`src/rtl/dcc_pkg.sv`:
```
package dcc_pkg;
  localparam int TICK_W    = 16;
  localparam int IDX_W     = 8;
  localparam int EXTRA_W   = 4;
  localparam int BASE_PRE  = 14;
  localparam int BODY_BITS = 28;   // three framed bytes plus the end bit
  localparam logic [7:0] IDLE_ADDR = 8'hFF;
  localparam logic [7:0] IDLE_CMD  = 8'h00;

  // zero durations become a single tick
  function automatic logic [TICK_W-1:0] min_one(input logic [TICK_W-1:0] t);
    return (t == '0) ? TICK_W'(1) : t;
  endfunction

  function automatic logic [TICK_W-1:0] stretch_low(input logic [TICK_W-1:0] total,
                                                    input logic [TICK_W-1:0] hi);
    logic [TICK_W-1:0] h;
    h = min_one(hi);
    return (total > h) ? total - h : TICK_W'(1);
  endfunction

  // nominal value of bit idx in a packet whose preamble is pre bits long
  function automatic logic pkt_bit(input logic [IDX_W-1:0] idx, input logic [IDX_W-1:0] pre,
                                   input logic [7:0] addr, input logic [7:0] cmd);
    logic [IDX_W-1:0] r;
    logic [IDX_W-1:0] off;
    logic [7:0] byt;
    if (idx < pre) return 1'b1;
    r = idx - pre;
    if (r == 0 || r == 9 || r == 18) return 1'b0;
    if (r >= 27) return 1'b1;
    if (r < 9) begin
      byt = addr;       off = r - IDX_W'(1);
    end else if (r < 18) begin
      byt = cmd;        off = r - IDX_W'(10);
    end else begin
      byt = addr ^ cmd; off = r - IDX_W'(19);
    end
    return byt[3'(IDX_W'(7) - off)];
  endfunction

  function automatic logic [IDX_W-1:0] send_len(input logic [IDX_W-1:0] total,
                                                input logic [IDX_W-1:0] trunc);
    return (trunc < total) ? total - trunc : IDX_W'(1);
  endfunction
endpackage

```
`src/rtl/dcc_bit_timer.sv`:
```
module dcc_bit_timer #(
  parameter int TW = dcc_pkg::TICK_W
) (
  input  logic          clk,
  input  logic          rst_n,
  input  logic          load,
  input  logic [TW-1:0] load_hi,
  input  logic [TW-1:0] load_lo,
  output logic          level,
  output logic          bit_end
);
  logic          phase_hi;
  logic [TW-1:0] cnt;
  logic [TW-1:0] lo_hold;

  always_ff @(posedge clk or negedge rst_n) begin
    if (!rst_n) begin
      phase_hi <= 1'b0;
      cnt      <= '0;
      lo_hold  <= TW'(1);
    end else if (load) begin
      phase_hi <= 1'b1;
      cnt      <= load_hi - TW'(1);
      lo_hold  <= load_lo;
    end else if (cnt != '0) begin
      cnt <= cnt - TW'(1);
    end else if (phase_hi) begin
      phase_hi <= 1'b0;
      cnt      <= lo_hold - TW'(1);
    end
  end

  assign level   = phase_hi;
  assign bit_end = !phase_hi && (cnt == '0);
endmodule

```
`src/rtl/dcc_pkt_seq.sv`:
```
module dcc_pkt_seq
  import dcc_pkg::*;
#(
  parameter int IW = IDX_W,
  parameter int EW = EXTRA_W,
  parameter int TW = TICK_W
) (
  input  logic          clk,
  input  logic          rst_n,
  input  logic          bit_end,
  input  logic          pkt_valid,
  input  logic [7:0]    pkt_addr,
  input  logic [7:0]    pkt_cmd,
  input  logic [EW-1:0] extra_pre,
  input  logic          flip_en,
  input  logic [IW-1:0] flip_pos,
  input  logic [IW-1:0] trunc_cnt,
  input  logic          stretch_en,
  input  logic [TW-1:0] one_hi,
  input  logic [TW-1:0] one_lo,
  input  logic [TW-1:0] zero_hi,
  input  logic [TW-1:0] zero_lo,
  input  logic [TW-1:0] stretch_total,
  input  logic [TW-1:0] stretch_hi,
  output logic          boundary,
  output logic          cur_user,
  output logic          load,
  output logic [TW-1:0] load_hi,
  output logic [TW-1:0] load_lo
);
  logic [IW-1:0] idx, pre, len, fpos;
  logic [7:0]    addr, cmd;
  logic          user, fen, sen;

  logic [IW-1:0] n_idx, n_pre, n_len, n_fpos, n_total;
  logic [7:0]    n_addr, n_cmd;
  logic          n_user, n_fen, n_sen;
  logic          bitv, stretched;

  assign boundary = bit_end && (idx == len - IW'(1));
  assign cur_user = user;
  assign load     = bit_end;

  always_comb begin
    n_total = IW'(BASE_PRE) + IW'(extra_pre) + IW'(BODY_BITS);
    if (boundary) begin
      n_user = pkt_valid;
      n_addr = pkt_valid ? pkt_addr : IDLE_ADDR;
      n_cmd  = pkt_valid ? pkt_cmd  : IDLE_CMD;
      n_pre  = IW'(BASE_PRE) + IW'(extra_pre);
      n_idx  = '0;
      n_fen  = pkt_valid && flip_en;
      n_fpos = flip_pos;
      n_sen  = pkt_valid && stretch_en;
      n_len  = pkt_valid ? send_len(n_total, trunc_cnt) : n_total;
    end else begin
      n_user = user;  n_addr = addr;  n_cmd = cmd;  n_pre = pre;
      n_idx  = idx + IW'(1);
      n_fen  = fen;   n_fpos = fpos;  n_sen = sen;  n_len = len;
    end
    bitv      = pkt_bit(n_idx, n_pre, n_addr, n_cmd) ^ (n_fen && (n_idx == n_fpos));
    stretched = n_sen && (n_idx == n_pre) && !bitv;
    if (stretched) begin
      load_hi = min_one(stretch_hi);
      load_lo = stretch_low(stretch_total, stretch_hi);
    end else if (bitv) begin
      load_hi = min_one(one_hi);
      load_lo = min_one(one_lo);
    end else begin
      load_hi = min_one(zero_hi);
      load_lo = min_one(zero_lo);
    end
  end

  always_ff @(posedge clk or negedge rst_n) begin
    if (!rst_n) begin
      idx  <= '0;      pre <= '0;  len <= IW'(1);  fpos <= '0;
      addr <= '0;      cmd <= '0;
      user <= 1'b0;    fen <= 1'b0; sen <= 1'b0;
    end else if (bit_end) begin
      idx  <= n_idx;   pre <= n_pre; len <= n_len; fpos <= n_fpos;
      addr <= n_addr;  cmd <= n_cmd;
      user <= n_user;  fen <= n_fen; sen <= n_sen;
    end
  end
endmodule

```
`src/rtl/dcc_fault_gen.sv`:
```
module dcc_fault_gen
  import dcc_pkg::*;
#(
  parameter int IW = IDX_W,
  parameter int EW = EXTRA_W,
  parameter int TW = TICK_W
) (
  input  logic          clk,
  input  logic          rst_n,
  input  logic          pkt_valid,
  output logic          pkt_ready,
  input  logic [7:0]    pkt_addr,
  input  logic [7:0]    pkt_cmd,
  input  logic [TW-1:0] one_hi,
  input  logic [TW-1:0] one_lo,
  input  logic [TW-1:0] zero_hi,
  input  logic [TW-1:0] zero_lo,
  input  logic [EW-1:0] extra_pre,
  input  logic          stretch_en,
  input  logic [TW-1:0] stretch_total,
  input  logic [TW-1:0] stretch_hi,
  input  logic          flip_en,
  input  logic [IW-1:0] flip_pos,
  input  logic [IW-1:0] trunc_cnt,
  output logic          track_a,
  output logic          track_b,
  output logic          pkt_done
);
  // internal events named for the checker
  logic          bit_end;
  logic          boundary;
  logic          cur_user;
  logic          load;
  logic [TW-1:0] load_hi, load_lo;
  logic          level;

  dcc_pkt_seq #(.IW(IW), .EW(EW), .TW(TW)) u_seq (
    .clk(clk), .rst_n(rst_n), .bit_end(bit_end),
    .pkt_valid(pkt_valid), .pkt_addr(pkt_addr), .pkt_cmd(pkt_cmd),
    .extra_pre(extra_pre), .flip_en(flip_en), .flip_pos(flip_pos),
    .trunc_cnt(trunc_cnt), .stretch_en(stretch_en),
    .one_hi(one_hi), .one_lo(one_lo), .zero_hi(zero_hi), .zero_lo(zero_lo),
    .stretch_total(stretch_total), .stretch_hi(stretch_hi),
    .boundary(boundary), .cur_user(cur_user), .load(load),
    .load_hi(load_hi), .load_lo(load_lo)
  );

  dcc_bit_timer #(.TW(TW)) u_timer (
    .clk(clk), .rst_n(rst_n), .load(load),
    .load_hi(load_hi), .load_lo(load_lo),
    .level(level), .bit_end(bit_end)
  );

  assign track_a   = level;
  assign track_b   = ~level;
  assign pkt_ready = boundary;
  assign pkt_done  = boundary && cur_user;
endmodule

```
`config.mk`:
```
export PLATFORM = sky130hd
export DESIGN_NAME = dcc_fault_gen
export DESIGN_NICKNAME = d
export VERILOG_FILES = /design/src/rtl/dcc_pkg.sv /design/src/rtl/dcc_bit_timer.sv /design/src/rtl/dcc_pkt_seq.sv /design/src/rtl/dcc_fault_gen.sv
export SDC_FILE = /design/constraint.sdc
export NUM_CORES = 1
export LEC_CHECK = 0
export BUFFER_PORTS_ARGS = -buffer_cell sky130_fd_sc_hd__buf_2
export CAP_MARGIN = 20
export CORE_AREA = 2 2 94 141
export DETAILED_ROUTE_END_ITERATION = 10
export DIE_AREA = 0 0 96 143
export PLACE_DENSITY = 0.86
export REMOVE_ABC_BUFFERS = 1
export SETUP_SLACK_MARGIN = 0.3
export SLEW_MARGIN = 20
export SYNTH_ARGS = -nofsm -noshare
export SYNTH_HDL_FRONTEND = slang
export SYNTH_SLANG_ARGS = --single-unit
```
`constraint.sdc`:
```
create_clock -name clk -period 11.1 [get_ports clk]
set_clock_uncertainty 0.1 [all_clocks]
set_input_delay 1.11 -clock clk [delete_from_list [all_inputs] [get_ports clk]]
set_output_delay 1.11 -clock clk [all_outputs]
set_load 0.01 [all_outputs]
```
== Word-level counts from Yosys, hierarchy flattened ==
Index checks and enable logic that the tools add are counted.

* Reductions and logical operators: 22
* Add/sub/neg operators: 14
* Muxes and demuxes: 50
* Equality and inequality tests: 6
* Bitwise gates (word level): 3
* $lt $le $gt $ge: 7

{| class="wikitable"
|+ Operators with widths
! operator !! count
|-
| $mux 16 || 13
|-
| $mux 8 || 14
|-
| $logic_not 16->1 || 6
|-
| $sub 16x1->16 const B || 3
|-
| $eq 8x8->1 || 3
|-
| $mux 1 || 17
|-
| $gt 16x16->1 || 1
|-
| $lt 8x8->1 || 2
|-
| $reduce_bool 16->1 || 1
|-
| $sub 16x16->16 || 1
|-
| $sub 8x8->8 || 2
|-
| $mux 3 || 5
|-
| $add 8x1->8 const B || 1
|-
| $add 8x5->8 const B || 1
|-
| $eq 8x4->1 const B || 1
|-
| $eq 8x5->1 const B || 1
|-
| $ge 8x5->1 const B || 1
|-
| $logic_and 1x1->1 || 8
|-
| $logic_not 8->1 || 1
|-
| $lt 8x4->1 const B || 1
|-
| $lt 8x5->1 const B || 1
|-
| $sub 8x1->8 const B || 1
|-
| $xor 8x8->8 || 1
|-
| $sub 3x2->3 const B || 2
|-
| 12 further kinds || 14
|}

* Logic and storage cells: 114
* Register bits after elaboration: 84
* Bits of input ports: 137
* Output and inout bits: 4

== Longest topological paths before layout ==
* Depth after elaboration: 27
* Gate-level depth with buffers: 35
* Mapped depth without buffers: 29

== Cells and area by module ==
From an unflattened synthesis, not the netlist that was laid out.

* Cells, all modules: 1,078
* Area, all modules: 8,851.0 um^2

{| class="wikitable"
|+ By module, submodules not included
! module !! cells each !! instances !! sequential area each (um^2) !! area an instance (um^2)
|-
| dcc_pkt_seq || 880 || 1 || 1,277.5 || 6,806.5
|-
| dcc_bit_timer || 196 || 1 || 827.0 || 2,034.5
|-
| dcc_fault_gen || 2 || 1 || 0.0 || 10.0
|}

== Worst setup path after synthesis ==
OpenSTA, ideal clock, no wires.

* Path kind: reg-to-reg
* From: register u_seq.len[0]
* To: register u_timer.cnt[15]
* Arrival: 6,860 ps
* Library setup time: 131 ps
* Cell stages (with the launch flop): 34
* Path slack: 4,008 ps
* Buffers on the path: 5
* Period minus slack after synthesis: 7,092 ps
* Required time: 10,869 ps
* Cells stage by stage: dfstp_2 -> inv_1 -> ha_1 -> nor3b_4 -> xnor2_1 -> nor3_1 -> o2111ai_1 -> buf_2 -> buf_2 -> clkbuf_1 -> clkbuf_1 -> nand2_1 -> o21ai_0 -> inv_1 -> ha_1 -> nor2b_1 -> o21a_1 -> o21a_1 -> o32ai_1 -> o21ai_0 -> o31ai_2 -> o21a_2 -> buf_6 -> nand2_1 -> a221oi_1 -> nor4b_1 -> o21a_1 -> a311o_2 -> xnor2_4 -> mux2_1 -> a221oi_2 -> nand4_4 -> and4bb_1 -> xnor2_1

* Longest elaborated chain between the ends: 23
* Elaborated cells between the ends (all ways): 59
* Those cells by class: add/sub: 7; order compare: 4; eq/ne: 5; mux: 33; bitwise: 2; reduce/logical: 8

{| class="wikitable"
|+ RTL lines
! what !! line !! source
|-
| from (decl) || dcc_pkt_seq.sv:31 || <nowiki>logic [IW-1:0] idx, pre, len, fpos;</nowiki>
|-
| from (signal assigned) || dcc_pkt_seq.sv:81 || <nowiki>idx <= n_idx; pre <= n_pre; len <= n_len; fpos <= n_fpos;</nowiki>
|-
| $sub 8x1->8 * || dcc_pkt_seq.sv:40 || <nowiki>assign boundary = bit_end && (idx == len - IW'(1));</nowiki>
|-
| $eq 8x8->1 * || dcc_pkt_seq.sv:40 ||
|-
| $logic_and 1x1->1 * || dcc_pkt_seq.sv:40 ||
|-
| $mux 8 || dcc_pkt_seq.sv:46 || <nowiki>if (boundary) begin</nowiki>
|-
| $sub 8x8->8 || dcc_pkg.sv:29 || <nowiki>r = idx - pre;</nowiki>
|-
| $lt 8x5->1 (tied with other cells) || dcc_pkg.sv:34 || <nowiki>end else if (r < 18) begin</nowiki>
|-
| $mux 3 || dcc_pkg.sv:34 ||
|-
| $mux 3 (2 in series) || dcc_pkg.sv:32 || <nowiki>if (r < 9) begin</nowiki>
|-
| [... 6 more ...] || -- ||
|-
| $mux 1 || dcc_pkg.sv:31 || <nowiki>if (r >= 27) return 1'b1;</nowiki>
|-
| $mux 1 || dcc_pkg.sv:29 ||
|-
| $xor 1x1->1 || dcc_pkt_seq.sv:61 || <nowiki>bitv = pkt_bit(n_idx, n_pre, n_addr, n_cmd) ^ (n_fen && (n_idx == n_fpos));</nowiki>
|-
| $logic_not 1->1 || dcc_pkt_seq.sv:62 || <nowiki>stretched = n_sen && (n_idx == n_pre) && !bitv;</nowiki>
|-
| $logic_and 1x1->1 || dcc_pkt_seq.sv:62 ||
|-
| $mux 16 * || dcc_pkt_seq.sv:63 || <nowiki>if (stretched) begin</nowiki>
|-
| $sub 16x1->16 * || dcc_bit_timer.sv:23 || <nowiki>cnt <= load_hi - TW'(1);</nowiki>
|-
| $mux 16 * || dcc_bit_timer.sv:21 || <nowiki>end else if (load) begin</nowiki>
|-
| to (signal assigned) || dcc_bit_timer.sv:23 ||
|-
| to (signal assigned) || dcc_bit_timer.sv:26 || <nowiki>cnt <= cnt - TW'(1);</nowiki>
|-
| to (signal assigned) || dcc_bit_timer.sv:29 || <nowiki>cnt <= lo_hold - TW'(1);</nowiki>
|-
| to (decl) || dcc_bit_timer.sv:13 || <nowiki>logic [TW-1:0] cnt;</nowiki>
|}

Every way passes the cells marked *; elsewhere a longest branch is shown, timed or not. The select of a mux whose other input is x is not followed.
A chain may end at the register's enable or synchronous reset.

== Worst setup path in the final report ==
* From: register u_seq.len[0]
* To: register u_timer.cnt[14]

* Longest elaborated chain between the ends: 23
* Elaborated cells between the ends (all ways): 59
* Those cells by class: add/sub: 7; order compare: 4; eq/ne: 5; mux: 33; bitwise: 2; reduce/logical: 8

{| class="wikitable"
|+ RTL lines
! what !! line !! source
|-
| $sub 8x1->8 * || dcc_pkt_seq.sv:40 ||
|-
| $eq 8x8->1 * || dcc_pkt_seq.sv:40 ||
|-
| $logic_and 1x1->1 * || dcc_pkt_seq.sv:40 ||
|-
| $mux 8 * || dcc_pkt_seq.sv:46 ||
|-
| via u_seq.n_idx[3] || dcc_pkt_seq.sv:35 || <nowiki>logic [IW-1:0] n_idx, n_pre, n_len, n_fpos, n_total;</nowiki>
|-
| $sub 8x8->8 || dcc_pkg.sv:29 ||
|-
| $lt 8x5->1 || dcc_pkg.sv:34 ||
|-
| $mux 3 || dcc_pkg.sv:34 ||
|-
| [... 8 more ...] || -- ||
|-
| $mux 1 || dcc_pkg.sv:31 ||
|-
| $mux 1 || dcc_pkg.sv:29 ||
|-
| $xor 1x1->1 || dcc_pkt_seq.sv:61 ||
|-
| $logic_not 1->1 || dcc_pkt_seq.sv:62 ||
|-
| $logic_and 1x1->1 || dcc_pkt_seq.sv:62 ||
|-
| $mux 16 * || dcc_pkt_seq.sv:63 ||
|-
| $sub 16x1->16 * || dcc_bit_timer.sv:23 ||
|-
| $mux 16 * || dcc_bit_timer.sv:21 ||
|}

Mark *: on every way through the listed nets, which the timed path passes. The rest lies on a longest branch. The select of a mux whose other input is x is not followed.

==> flow_metrics.py <==
metrics = {
    "status": {
        "status": "finished clean",
    },
    "power_and_ir_drop": {
        "p_total_uw": 827,
        "p_seq_frac": 0.410,
        "leakage_uw": 0.00416,
        "p_int_uw": 566,
        "combPwrFrac": 0.243,
        "switching_share": 0.316,
        "clkPwrFrac": 0.347,
        "p_per_area_nw_per_um2": 95.4,
        "irDropWorstVdd_uv": 61.3,
        "switching_power_uw": 261,
    },
    "critical_path": {
        "ff2ff_setup_slack_ns": 2.68,
        "path_buf_inv": 2,
        "arrival_ns": 8.55,
        "crit_path_start_kind": "flop",
        "slowest_delay_ns": 0.75,
        "path_class": "flop to flop",
        "crit_fanout": 34,
        "slowest_stage": "xnor2_4",
        "cp-end-kind": "flop",
        "required_ns": 11.23,
        "crit_family": "compound AO/OA/AOI/OAI gates",
    },
    "global_route": {
        "grt_max_degree": 85,
        "grt.total_usage": 0.356,
        "antenna_found_initial": 0,
        "grt_pass1_vias": 7862,
        "grt_pass1_wl_um": 37600,
        "grt-ovfl-total": 0,
    },
    "final_layout": {
        "areaGrowthSynthToFinish_pct": 14.3,
        "drive_gt1_frac": 0.193,
        "final_common_cell": "buf_2",
        "fillers": 1046,
        "most-common-layout-cells": "139 x buf_2, 135 x nand2_1, 82 x dfrtp_1",
        "regArea_um2": 2100,
        "layout.nets": 1242,
        "num_antenna_cells": 0,
        "fin_area_um2": 8670,
        "multi_input_area_um2": 5070,
    },
    "cts": {
        "postCtsHoldBufs": 0,
        "insertion_delay_ns": 0.35,
        "cts-htree-levels": 3,
        "post-cts-setup-buffer-count": 0,
        "clock-root-buffer": "clkbuf_16",
        "cts_tree": "yes",
        "clkTransAtPathRegs_ns": 0.07,
        "cts_resized": 0,
        "clockBufferDepth": 2,
        "clkSinkCount": 84,
        "cts_buffers": 9,
    },
    "drt": {
        "drt-total-wl_um": 23700,
        "vias": 7765,
        "drc_errors": 0,
        "avgRoutedWirePerCell_um": 19.4,
        "antenna_left": 0,
        "viasPerCell": 6.35,
        "drt_iter0_drc": 408,
        "drtPass1Iterations": 6,
    },
    "synthesis": {
        "synthCells": 945,
        "synthTopCellsByArea": "dfrtp_1 27%, nand2_1 6.7%, ha_1 6.6%, o21ai_0 5.0%, xnor2_1 4.0%",
        "synth_edf_count": 0,
        "synth_seq_area_share": 0.277,
        "syn_area_um2": 7590,
        "yosysWarnings": 0,
        "yosys.cell_types.count": 95,
        "synth_top_flop_cell": "dfrtp_1",
        "ys_ff_latch": 84,
        "synth_top_cell_area_share": 0.270,
        "yosys.area.top_type": "dfrtp_1",
        "synth.avg_cell_area_um2": 8.03,
        "async_flop_share": 1.00,
    },
    "timing": {
        "finalSetupViolCount": 0,
        "fin_crit_ns": 8.42,
        "tightestPinTransition_ns": 1.12,
        "finalHoldViolations": 0,
        "max_freq_ghz": 0.119,
        "slew_viol_final": 0,
        "fin_crit_sh": 0.758,
        "fin_tns_setup_ns": 0,
        "rsz0062_at_grt": "no",
        "maxSlewHeadroom": 0.244,
        "setup_ws_ns": 2.68,
        "whs_ns": 0.385,
    },
    "floorplan": {
        "fp.dieH_um": 143,
        "initial_core_util": 0.609,
        "ios": 141,
        "die_w_um": 96,
        "fp.coreArea_um2": 12400,
        "dieArea_um2": 13700,
        "fp-row-count": 50,
    },
    "worst_hold_path": {
        "hold_class": "flop to flop",
    },
    "placed_design": {
        "io_buffers": 140,
        "placed_area_um2": 8390,
        "place_congestion": 1.03,
        "dpl.hpwl_um": 18800,
        "post-place-ws_ns": 2.91,
    },
    "run": {
        "cap_violations": 0,
    },
}
-- area by class of cell --
cell class,count,share of cell area
Clock buffer,10,0.0264
Clock inverter,6,0.00548
Inverter,71,0.0307
Multi-Input combinational cell,749,0.585
Sequential cell,84,0.243
Tap cell,156,0.0225
Timing Repair Buffer,147,0.0876
-- power groups by stage --
stage | logic, µW | registers (µW) | clock network [µW]
2_1_floorplan | 127 | 339 | 0
5_1_grt | 222 | 341 | 297
3_3_place_gp | 194 | 343 | 0
3_5_place_dp | 198 | 344 | 0
4_1_cts | 199 | 338 | 286
6_report | 201 | 339 | 287
-- cell families (layout without fill, tap and decap cells) --
kind of cell    count (synthesis)  count (layout)  share of synthesized area
mux                            28              28                     0.0383
simple gates                  353             353                      0.236
buf+inv                       112             234                     0.0587
flops                          84              84                      0.277
fa+ha+maj                      43              43                     0.0739
xor+xnor                       60              60                     0.0717
compound gates                265             265                      0.244
-- layer usage --
layer	track usage	wire length, µm	up-vias
met4	0.212	1430	0
met2	0.657	12700	371
met3	0.0454	1380	94
li1	-	-	3678
met1	0.371	8180	3622
met5	0	0	-
-- metrics by stage --
step           utilization  cells
3_3_place_gp         0.674   1207
2_1_floorplan            -    904
4_1_cts              0.696   1223
6_report             0.697   1223
5_1_grt              0.697   1223
3_5_place_dp         0.674   1207
-- synthesized netlist by cell type, types with 4 or more instances --
cell type  number
nand2_1       135
dfrtp_1        82
o21ai_0        76
inv_1          69
nor2_1         49
a21oi_1        42
ha_1           40
xnor2_1        35
nand3_1        31
clkbuf_1       30
nor4_1         27
xor2_1         24
mux2i_1        23
nor3_1         21
a21o_1         14
a31oi_1        14
nand4_1        12
and3_1         11
nand2b_1       11
and2_1         10
a22oi_1         9
a221oi_1        8
buf_2           8
o31ai_1         8
a211oi_1        7
nor2b_1         7
o311ai_0        7
or3_1           7
o211ai_1        6
o21a_1          6
o2111ai_1       5
a22o_1          4
a41oi_1         4
nor3b_1         4
o21ai_1         4
o21bai_1        4
-- flip-flops by register name, indices dropped and copies added, names as in the netlist, 8 cells and up --
name             cells
u_seq.addr           8
u_seq.len            8
u_seq.pre            8
u_seq.idx            8
u_timer.lo_hold     16
u_seq.fpos           8
u_timer.cnt         16
u_seq.cmd            8
-- path summary, 6_finish.rpt --
kind / start / endpoint / depth (start not counted)
setup reg to reg: u_seq.len[0]$_DFFE_PN1P_ / u_timer.cnt[14]$_DFFE_PN0P_ / 27
min in group asynchronous: rst_n / u_seq.idx[7]$_DFFE_PN0P_ / 1
max in group asynchronous: rst_n / u_timer.lo_hold[7]$_DFFE_PN0P_ / 1
hold / removal: u_seq.pre[5]$_DFFE_PN0P_ / u_seq.pre[5]$_DFFE_PN0P_ / 1
hold reg to reg: u_seq.pre[5]$_DFFE_PN0P_ / u_seq.pre[5]$_DFFE_PN0P_ / 1
setup / recovery: u_seq.len[0]$_DFFE_PN1P_ / u_timer.cnt[14]$_DFFE_PN0P_ / 27
Power figures use the tool's default switching activity.
